==> src/rtl/mtmr_pkg.sv <==
package mtmr_pkg;

    typedef enum logic [1:0] {
        M_FREE = 2'd0,
        M_DOWN = 2'd1,
        M_MOD  = 2'd2,
        M_UPDN = 2'd3
    } mode_e;

    typedef enum logic [1:0] {
        S_HALT_UP = 2'd0,
        S_HALT_DN = 2'd1,
        S_RUN_UP  = 2'd2,
        S_RUN_DN  = 2'd3
    } state_e;

endpackage

==> src/rtl/mtmr_prescale.sv <==
module mtmr_prescale #(
    parameter int SEL_W = 3
) (
    input  logic             clk,
    input  logic             rst_n,
    input  logic             run_i,
    input  logic             clr_i,
    input  logic             tick_i,
    input  logic [SEL_W-1:0] sel_i,
    output logic             step_o
);
    localparam int PCNT_W = (1 << SEL_W) - 1;

    logic [PCNT_W-1:0] pcnt_q;
    logic [PCNT_W-1:0] lim;
    logic              at_lim;

    // limit is 2^sel - 1: the low sel bits set
    always_comb begin
        for (int i = 0; i < PCNT_W; i++) begin
            lim[i] = (i < int'(sel_i));
        end
    end

    assign at_lim = (pcnt_q == lim);
    assign step_o = run_i && tick_i && at_lim;

    always_ff @(posedge clk or negedge rst_n) begin
        if (!rst_n) begin
            pcnt_q <= '0;
        end else if (clr_i || !run_i) begin
            pcnt_q <= '0;
        end else if (tick_i) begin
            pcnt_q <= at_lim ? '0 : pcnt_q + PCNT_W'(1);
        end
    end


    prescale_idle_chk: assert property (@(posedge clk) disable iff (!rst_n)
        (!run_i || clr_i) |=> !step_o || (lim == '0));

endmodule

==> src/rtl/mtmr_fsm.sv <==
module mtmr_fsm
    import mtmr_pkg::*;
(
    input  logic clk,
    input  logic rst_n,
    input  logic run_wr_i,
    input  logic run_val_i,
    input  logic clr_i,
    input  logic turn_dn_i,
    input  logic turn_up_i,
    output logic run_o,
    output logic dir_up_o
);
    state_e state_q, state_n;
    logic   cur_run, cur_up, run_n, up_n;

    // state register
    always_ff @(posedge clk or negedge rst_n) begin
        if (!rst_n) state_q <= S_HALT_UP;
        else        state_q <= state_n;
    end

    // next state: start/stop, clear, turn-down, turn-up
    always_comb begin
        unique case (state_q)
            S_HALT_UP: begin cur_run = 1'b0; cur_up = 1'b1; end
            S_HALT_DN: begin cur_run = 1'b0; cur_up = 1'b0; end
            S_RUN_UP:  begin cur_run = 1'b1; cur_up = 1'b1; end
            S_RUN_DN:  begin cur_run = 1'b1; cur_up = 1'b0; end
        endcase
        run_n = run_wr_i ? run_val_i : cur_run;
        if (clr_i)          up_n = 1'b1;
        else if (turn_dn_i) up_n = 1'b0;
        else if (turn_up_i) up_n = 1'b1;
        else                up_n = cur_up;
        if (run_n) state_n = up_n ? S_RUN_UP  : S_RUN_DN;
        else       state_n = up_n ? S_HALT_UP : S_HALT_DN;
    end

    // outputs
    always_comb begin
        run_o    = cur_run;
        dir_up_o = cur_up;
    end


    clear_dir_chk: assert property (@(posedge clk) disable iff (!rst_n)
        clr_i |=> dir_up_o);


    halt_write_chk: assert property (@(posedge clk) disable iff (!rst_n)
        (run_wr_i && !run_val_i) |=> !run_o);

endmodule

==> src/rtl/mtmr_count.sv <==
module mtmr_count
    import mtmr_pkg::*;
#(
    parameter int CNT_W = 8
) (
    input  logic             clk,
    input  logic             rst_n,
    input  logic             step_i,
    input  logic             clr_i,
    input  logic             load_i,
    input  mode_e            mode_i,
    input  logic [CNT_W-1:0] cmp_i,
    input  logic             dir_up_i,
    output logic [CNT_W-1:0] count_o,
    output logic             evt_o,
    output logic             turn_dn_o,
    output logic             turn_up_o
);
    localparam logic [CNT_W-1:0] ONE    = CNT_W'(1);
    localparam logic [CNT_W-1:0] TOP_M1 = {{(CNT_W-1){1'b1}}, 1'b0};

    logic [CNT_W-1:0] count_q, nxt;
    logic             evt, tdn, tup;

    always_comb begin
        nxt = count_q;
        evt = 1'b0;
        tdn = 1'b0;
        tup = 1'b0;
        unique case (mode_i)
            M_FREE: begin
                nxt = count_q + ONE;
                evt = (count_q == TOP_M1);
            end
            M_DOWN: begin
                if (count_q != '0) begin
                    nxt = count_q - ONE;
                    evt = (count_q == ONE);
                end
            end
            M_MOD: begin
                if (count_q == cmp_i) begin
                    nxt = '0;
                    evt = 1'b1;
                end else begin
                    nxt = count_q + ONE;
                end
            end
            M_UPDN: begin
                if (dir_up_i) begin
                    if (count_q >= cmp_i) begin
                        if (count_q != '0) begin
                            nxt = count_q - ONE;
                            if (count_q == ONE) evt = 1'b1;
                            else                tdn = 1'b1;
                        end
                    end else begin
                        nxt = count_q + ONE;
                        tdn = (count_q + ONE == cmp_i);
                    end
                end else begin
                    if (count_q != '0) begin
                        nxt = count_q - ONE;
                        if (count_q == ONE) begin
                            evt = 1'b1;
                            tup = 1'b1;
                        end
                    end else begin
                        tup = 1'b1;
                    end
                end
            end
        endcase
    end

    always_ff @(posedge clk or negedge rst_n) begin
        if (!rst_n)      count_q <= '0;
        else if (clr_i)  count_q <= '0;
        else if (load_i) count_q <= cmp_i;
        else if (step_i) count_q <= nxt;
    end

    assign count_o   = count_q;
    assign evt_o     = step_i && evt;
    assign turn_dn_o = step_i && tdn;
    assign turn_up_o = step_i && tup;


    free_inc_chk: assert property (@(posedge clk) disable iff (!rst_n)
        (step_i && mode_i == M_FREE && !clr_i && !load_i)
        |=> count_q == $past(count_q) + ONE);


    down_hold_chk: assert property (@(posedge clk) disable iff (!rst_n)
        (mode_i == M_DOWN && count_q == '0 && !load_i && !clr_i)
        |=> count_q == '0);


    mod_wrap_chk: assert property (@(posedge clk) disable iff (!rst_n)
        (step_i && mode_i == M_MOD && count_q == cmp_i && !clr_i && !load_i)
        |=> count_q == '0);


    clear_zero_chk: assert property (@(posedge clk) disable iff (!rst_n)
        clr_i |=> count_q == '0);

endmodule

==> src/rtl/mtmr_top.sv <==
module mtmr_top
    import mtmr_pkg::*;
#(
    parameter int CNT_W = 8,
    parameter int SEL_W = 3
) (
    input  logic             clk,
    input  logic             rst_n,
    input  logic             tick_i,
    input  logic             run_wr_i,
    input  logic             run_val_i,
    input  logic             clear_i,
    input  logic [1:0]       mode_i,
    input  logic [SEL_W-1:0] psel_i,
    input  logic [CNT_W-1:0] cmp_i,
    input  logic             irq_mask_i,
    input  logic             flag_clr_i,
    output logic [CNT_W-1:0] count_o,
    output logic             flag_o,
    output logic             irq_o
);
    mode_e mode;
    logic  run, dir_up, step, evt, turn_dn, turn_up, load, flag_q;

    assign mode = mode_e'(mode_i);
    assign load = run_wr_i && run_val_i && (mode == M_DOWN);

    mtmr_prescale #(.SEL_W(SEL_W)) u_pre (
        .clk    (clk),
        .rst_n  (rst_n),
        .run_i  (run),
        .clr_i  (clear_i),
        .tick_i (tick_i),
        .sel_i  (psel_i),
        .step_o (step)
    );

    mtmr_fsm u_fsm (
        .clk       (clk),
        .rst_n     (rst_n),
        .run_wr_i  (run_wr_i),
        .run_val_i (run_val_i),
        .clr_i     (clear_i),
        .turn_dn_i (turn_dn),
        .turn_up_i (turn_up),
        .run_o     (run),
        .dir_up_o  (dir_up)
    );

    mtmr_count #(.CNT_W(CNT_W)) u_cnt (
        .clk       (clk),
        .rst_n     (rst_n),
        .step_i    (step),
        .clr_i     (clear_i),
        .load_i    (load),
        .mode_i    (mode),
        .cmp_i     (cmp_i),
        .dir_up_i  (dir_up),
        .count_o   (count_o),
        .evt_o     (evt),
        .turn_dn_o (turn_dn),
        .turn_up_o (turn_up)
    );

    // sticky flag, event wins over clear
    always_ff @(posedge clk or negedge rst_n) begin
        if (!rst_n)          flag_q <= 1'b0;
        else if (evt)        flag_q <= 1'b1;
        else if (flag_clr_i) flag_q <= 1'b0;
    end

    assign flag_o = flag_q;
    assign irq_o  = flag_q && irq_mask_i;


    flag_set_chk: assert property (@(posedge clk) disable iff (!rst_n)
        evt |=> flag_o);


    flag_clr_chk: assert property (@(posedge clk) disable iff (!rst_n)
        (flag_clr_i && !evt) |=> !flag_o);


    halt_stable_chk: assert property (@(posedge clk) disable iff (!rst_n)
        (!run && !clear_i && !run_wr_i) |=> $stable(count_o));

endmodule

==> config.mk <==
export PLATFORM = sky130hd
export DESIGN_NAME = mtmr_top
export DESIGN_NICKNAME = d
export VERILOG_FILES = /design/src/rtl/mtmr_pkg.sv /design/src/rtl/mtmr_prescale.sv /design/src/rtl/mtmr_fsm.sv /design/src/rtl/mtmr_count.sv /design/src/rtl/mtmr_top.sv
export SDC_FILE = /design/constraint.sdc
export NUM_CORES = 1
export LEC_CHECK = 0
export BUFFER_PORTS_ARGS = -buffer_cell sky130_fd_sc_hd__buf_4
export CORE_MARGIN = 2
export CORE_UTILIZATION = 30
export CTS_CLUSTER_SIZE = 28
export DETAILED_ROUTE_END_ITERATION = 8
export PLACE_DENSITY = 0.58
export SYNTH_ARGS = -nofsm -noshare
export SYNTH_HDL_FRONTEND = slang
export SYNTH_HIERARCHICAL = 1
export SYNTH_SLANG_ARGS = --single-unit
==> constraint.sdc <==
create_clock -name clk -period 3.22 [get_ports clk]
set_input_delay 0.161 -clock clk [delete_from_list [all_inputs] [get_ports clk]]
set_output_delay 0.161 -clock clk [all_outputs]
set_load 0.005 [all_outputs]
==> flow_summary_export.csv <==
group,metric,value,unit
outcome,status,"completed",
timing,max_slew_margin,52.6,%
power,power.total,571,uW
clock_tree,clk_path_buf_depth,2,
finish,stdcell_area,2520,um^2
logic_synthesis,synth_area_leaders,"dfrtp_1, ha_1, a21oi_1",
worst_setup_path,path_common_cell,"a21oi_1",
worst_setup_path,worst-setup-path-type,"flop to flop",
logic_synthesis,synth_top_area_cell,"dfrtp_1",
finish,drive_gt1_share,20.4,%
placed_design,dp_cells,380,
worst_setup_path,arrival,2890,ps
power,irDropWorstVdd,0.0850,mV
logic_synthesis,ys_ff_latch,18,
floorplanning,fp.dieW,88.3,um
clock_tree,clock_latency,270,ps
power,powerDensity,227,nW/um^2
timing,rsz0062_at_grt,"false",
logic_synthesis,synth-edff-count,0,
floorplanning,rows,30,
logic_synthesis,async_flop_share,100,%
timing,drv_slew,0,
worst_setup_path,rr_startpoint,"u_pre/pcnt_q[4]$_DFFE_PN0P_",
worst_setup_path,max_stage_delay,460,ps
clock_tree,cts_sinks,18,
clock_tree,clock_tree.root_cell,"clkbuf_8",
job,maxCapViolations,0,
worst_setup_path,reg2reg_slack,530,ps
placed_design,place.port_buffers,30,
grt,grt-ovfl-total,0,
worst_setup_path,crit_fanout,6,
floorplanning,die_area,7800,um^2
finish,instances_no_fill,385,
logic_synthesis,ys_seq_area_share,21.1,%
timing,setup_tns,0,ps
timing,fin_crit,2690,ps
drt,num_vias,2064,
timing,setup_viol,0,
placed_design,gp_congestion,0.891,
worst_setup_path,worstPathCellList,"or3_1 -> a21oi_1 -> a21oi_1 -> nor3_4 -> and3_1 -> nand2_1 -> nor3_1 -> nand3_2 -> or4_1 -> o21ai_1 -> inv_1 -> a21oi_1",
grt,antenna_found_initial,0,
drt,first_iter_violations,188,
finish,antenna_cells,0,
finish,nets,325,
drt,wl,5990,um
grt,grt_usage,15.8,%
finish,area_growth,18.2,%
timing,layout_setup_ws,527,ps
worst_hold_path,min-delay-start,"run_val_i",
grt,grt_max_degree,24,
worst_setup_path,end_kind,"flop",
logic_synthesis,synth_cells,265,
worst_setup_path,cp-start-kind,"flop",
logic_synthesis,synth_top_cell_area_share,21.1,%
worst_hold_path,hold_class,"input port to flop",
placed_design,pre_cts_slack,521,ps
drt,drcViolationCount,0,
timing,period_share,83.6,%
logic_synthesis,synth_ff_type,"dfrtp_1",
worst_setup_path,path_buf_inv,1,
worst_hold_path,whs_path_depth,2,
timing,skew,13.4,ps
worst_setup_path,crit_slowest_cell,"or4_1",
logic_synthesis,syn_avg_cell_area,8.05,um^2
floorplanning,core_area,6830,um^2
drt,drtPass1Iterations,4,
logic_synthesis,syn_area,2130,um^2
worst_setup_path,rr_worst_depth,12,
clock_tree,cts_tree,"done",
floorplanning,ioPinCount,31,
placed_design,dpl_cell_area,2460,um^2
clock_tree,htree_levels,1,
timing,tightest_slew,702,ps
timing,max_freq,0.371,GHz
clock_tree,cts.clk_slew.worst_paths,80,ps
worst_setup_path,worstPathRequired,3420,ps
logic_synthesis,ys_types,65,
finish,fill_cells,736,
drt,vias_per_cell,5.36,
logic_synthesis,syn_nets,300,
worst_hold_path,holdPathEnd,"u_fsm/state_q[1]$_DFF_PN0_",
drt,drtAntennaViolNets,0,
clock_tree,numCtsBuffers,3,
drt,wl_per_cell,15.6,um
placed_design,dp_hpwl,4500,um
grt,first_global_vias,1958,
worst_setup_path,crit_family,"simple AND/OR/NAND/NOR gates",
floorplanning,die_h,88.3,um
timing,holdWs,156,ps
grt,grt_pass1_wl,9840,um
floorplanning,start_util,31.2,%
finish,utilization,36.9,%
timing,hold_violations,0,
worst_setup_path,rr_endpoint,"u_fsm/state_q[0]$_DFF_PN0_",
logic_synthesis,synth_warnings,6,
power,power.leakage,1.08,nW
clock_tree,cts_resized,0,
## repair_timing
item | CTS | global route
hold buffers | 1 | 0
setup buffers | 0 | 0
hold endpoints to repair | 18 | 0
## layout by cell type, fill, tap and decap left out, types with 6 or more instances in the layout
cell type,count
buf_4,39
a21oi_1,25
dfrtp_1,18
nand2_1,17
nor2_1,16
ha_1,14
inv_1,13
xnor2_1,13
nor3_1,11
nand3_1,10
xor2_1,9
o21ai_0,8
a211oi_1,7
o31ai_1,6
## layer usage
| metal | vias up | GRT usage [%] | share of wire, % |
|---|---|---|---|
| li1 | 1029 | - | - |
| met1 | 967 | 22.6 | 48 |
| met2 | 62 | 24.5 | 46 |
| met3 | 6 | 2.89 | 5.5 |
| met4 | 0 | 4.41 | 0.97 |
| met5 | - | 0 | 0 |
## area by class of cell
class                           count  area [um^2]  share of cell area [%]
Clock buffer                        4         55.1                    2.18
Tap cell                           96          120                    4.76
Sequential cell                    18          450                    17.9
Multi-Input combinational cell    214         1550                    61.3
Inverter                           13         48.8                    1.93
Timing Repair Buffer               40          303                    12.0
## synth_stat cells, types with 3 or more instances
| master | count |
|---|---|
| a21oi_1 | 25 |
| dfrtp_1 | 18 |
| nand2_1 | 17 |
| nor2_1 | 16 |
| clkbuf_1 | 14 |
| ha_1 | 14 |
| inv_1 | 13 |
| xnor2_1 | 13 |
| nor3_1 | 11 |
| nand3_1 | 10 |
| xor2_1 | 9 |
| o21ai_0 | 8 |
| a211oi_1 | 7 |
| o31ai_1 | 6 |
| nand2b_1 | 5 |
| a21o_1 | 4 |
| and3_1 | 4 |
| nor3b_1 | 4 |
| a221oi_1 | 3 |
| and2_1 | 3 |
| buf_2 | 3 |
| o22ai_1 | 3 |
| o311ai_0 | 3 |
## power by group
group | total, mW | internal (mW) | switching, mW | leakage (nW)
sequential | 0.233 | 0.229 | 0.00386 | 0.248
clock | 0.197 | 0.109 | 0.0879 | 0.0288
combinational | 0.142 | 0.0609 | 0.0808 | 0.804
## cell families after synthesis
group	synth area share [%]
flops	21.1
compound gates	27.5
fa+ha+maj	8.21
xor+xnor	9.80
buf+inv	6.45
simple gates	24.8
mux	2.17
## registers in the layout, summed over array words and instances, names as in the netlist
name,flops
u_fsm/state_q,2
u_pre/pcnt_q,7
flag_o,1
u_cnt/count_o,8
## how the worst max path moves through the flow
stage	startpoint	end	slack, ps	cells past startpoint
floorplan	u_cnt/count_o[0]$_DFFE_PN0P_	u_fsm/state_q[0]$_DFF_PN0_	560	11
global placement	u_pre/pcnt_q[4]$_DFFE_PN0P_	u_fsm/state_q[0]$_DFF_PN0_	570	12
detailed placement	u_pre/pcnt_q[4]$_DFFE_PN0P_	u_fsm/state_q[0]$_DFF_PN0_	520	12
CTS	u_pre/pcnt_q[4]$_DFFE_PN0P_	u_fsm/state_q[0]$_DFF_PN0_	510	12
global route	u_pre/pcnt_q[4]$_DFFE_PN0P_	u_fsm/state_q[0]$_DFF_PN0_	280	12
finish	u_pre/pcnt_q[4]$_DFFE_PN0P_	u_fsm/state_q[0]$_DFF_PN0_	530	12
No activity file was read; power rests on OpenSTA's default activity.
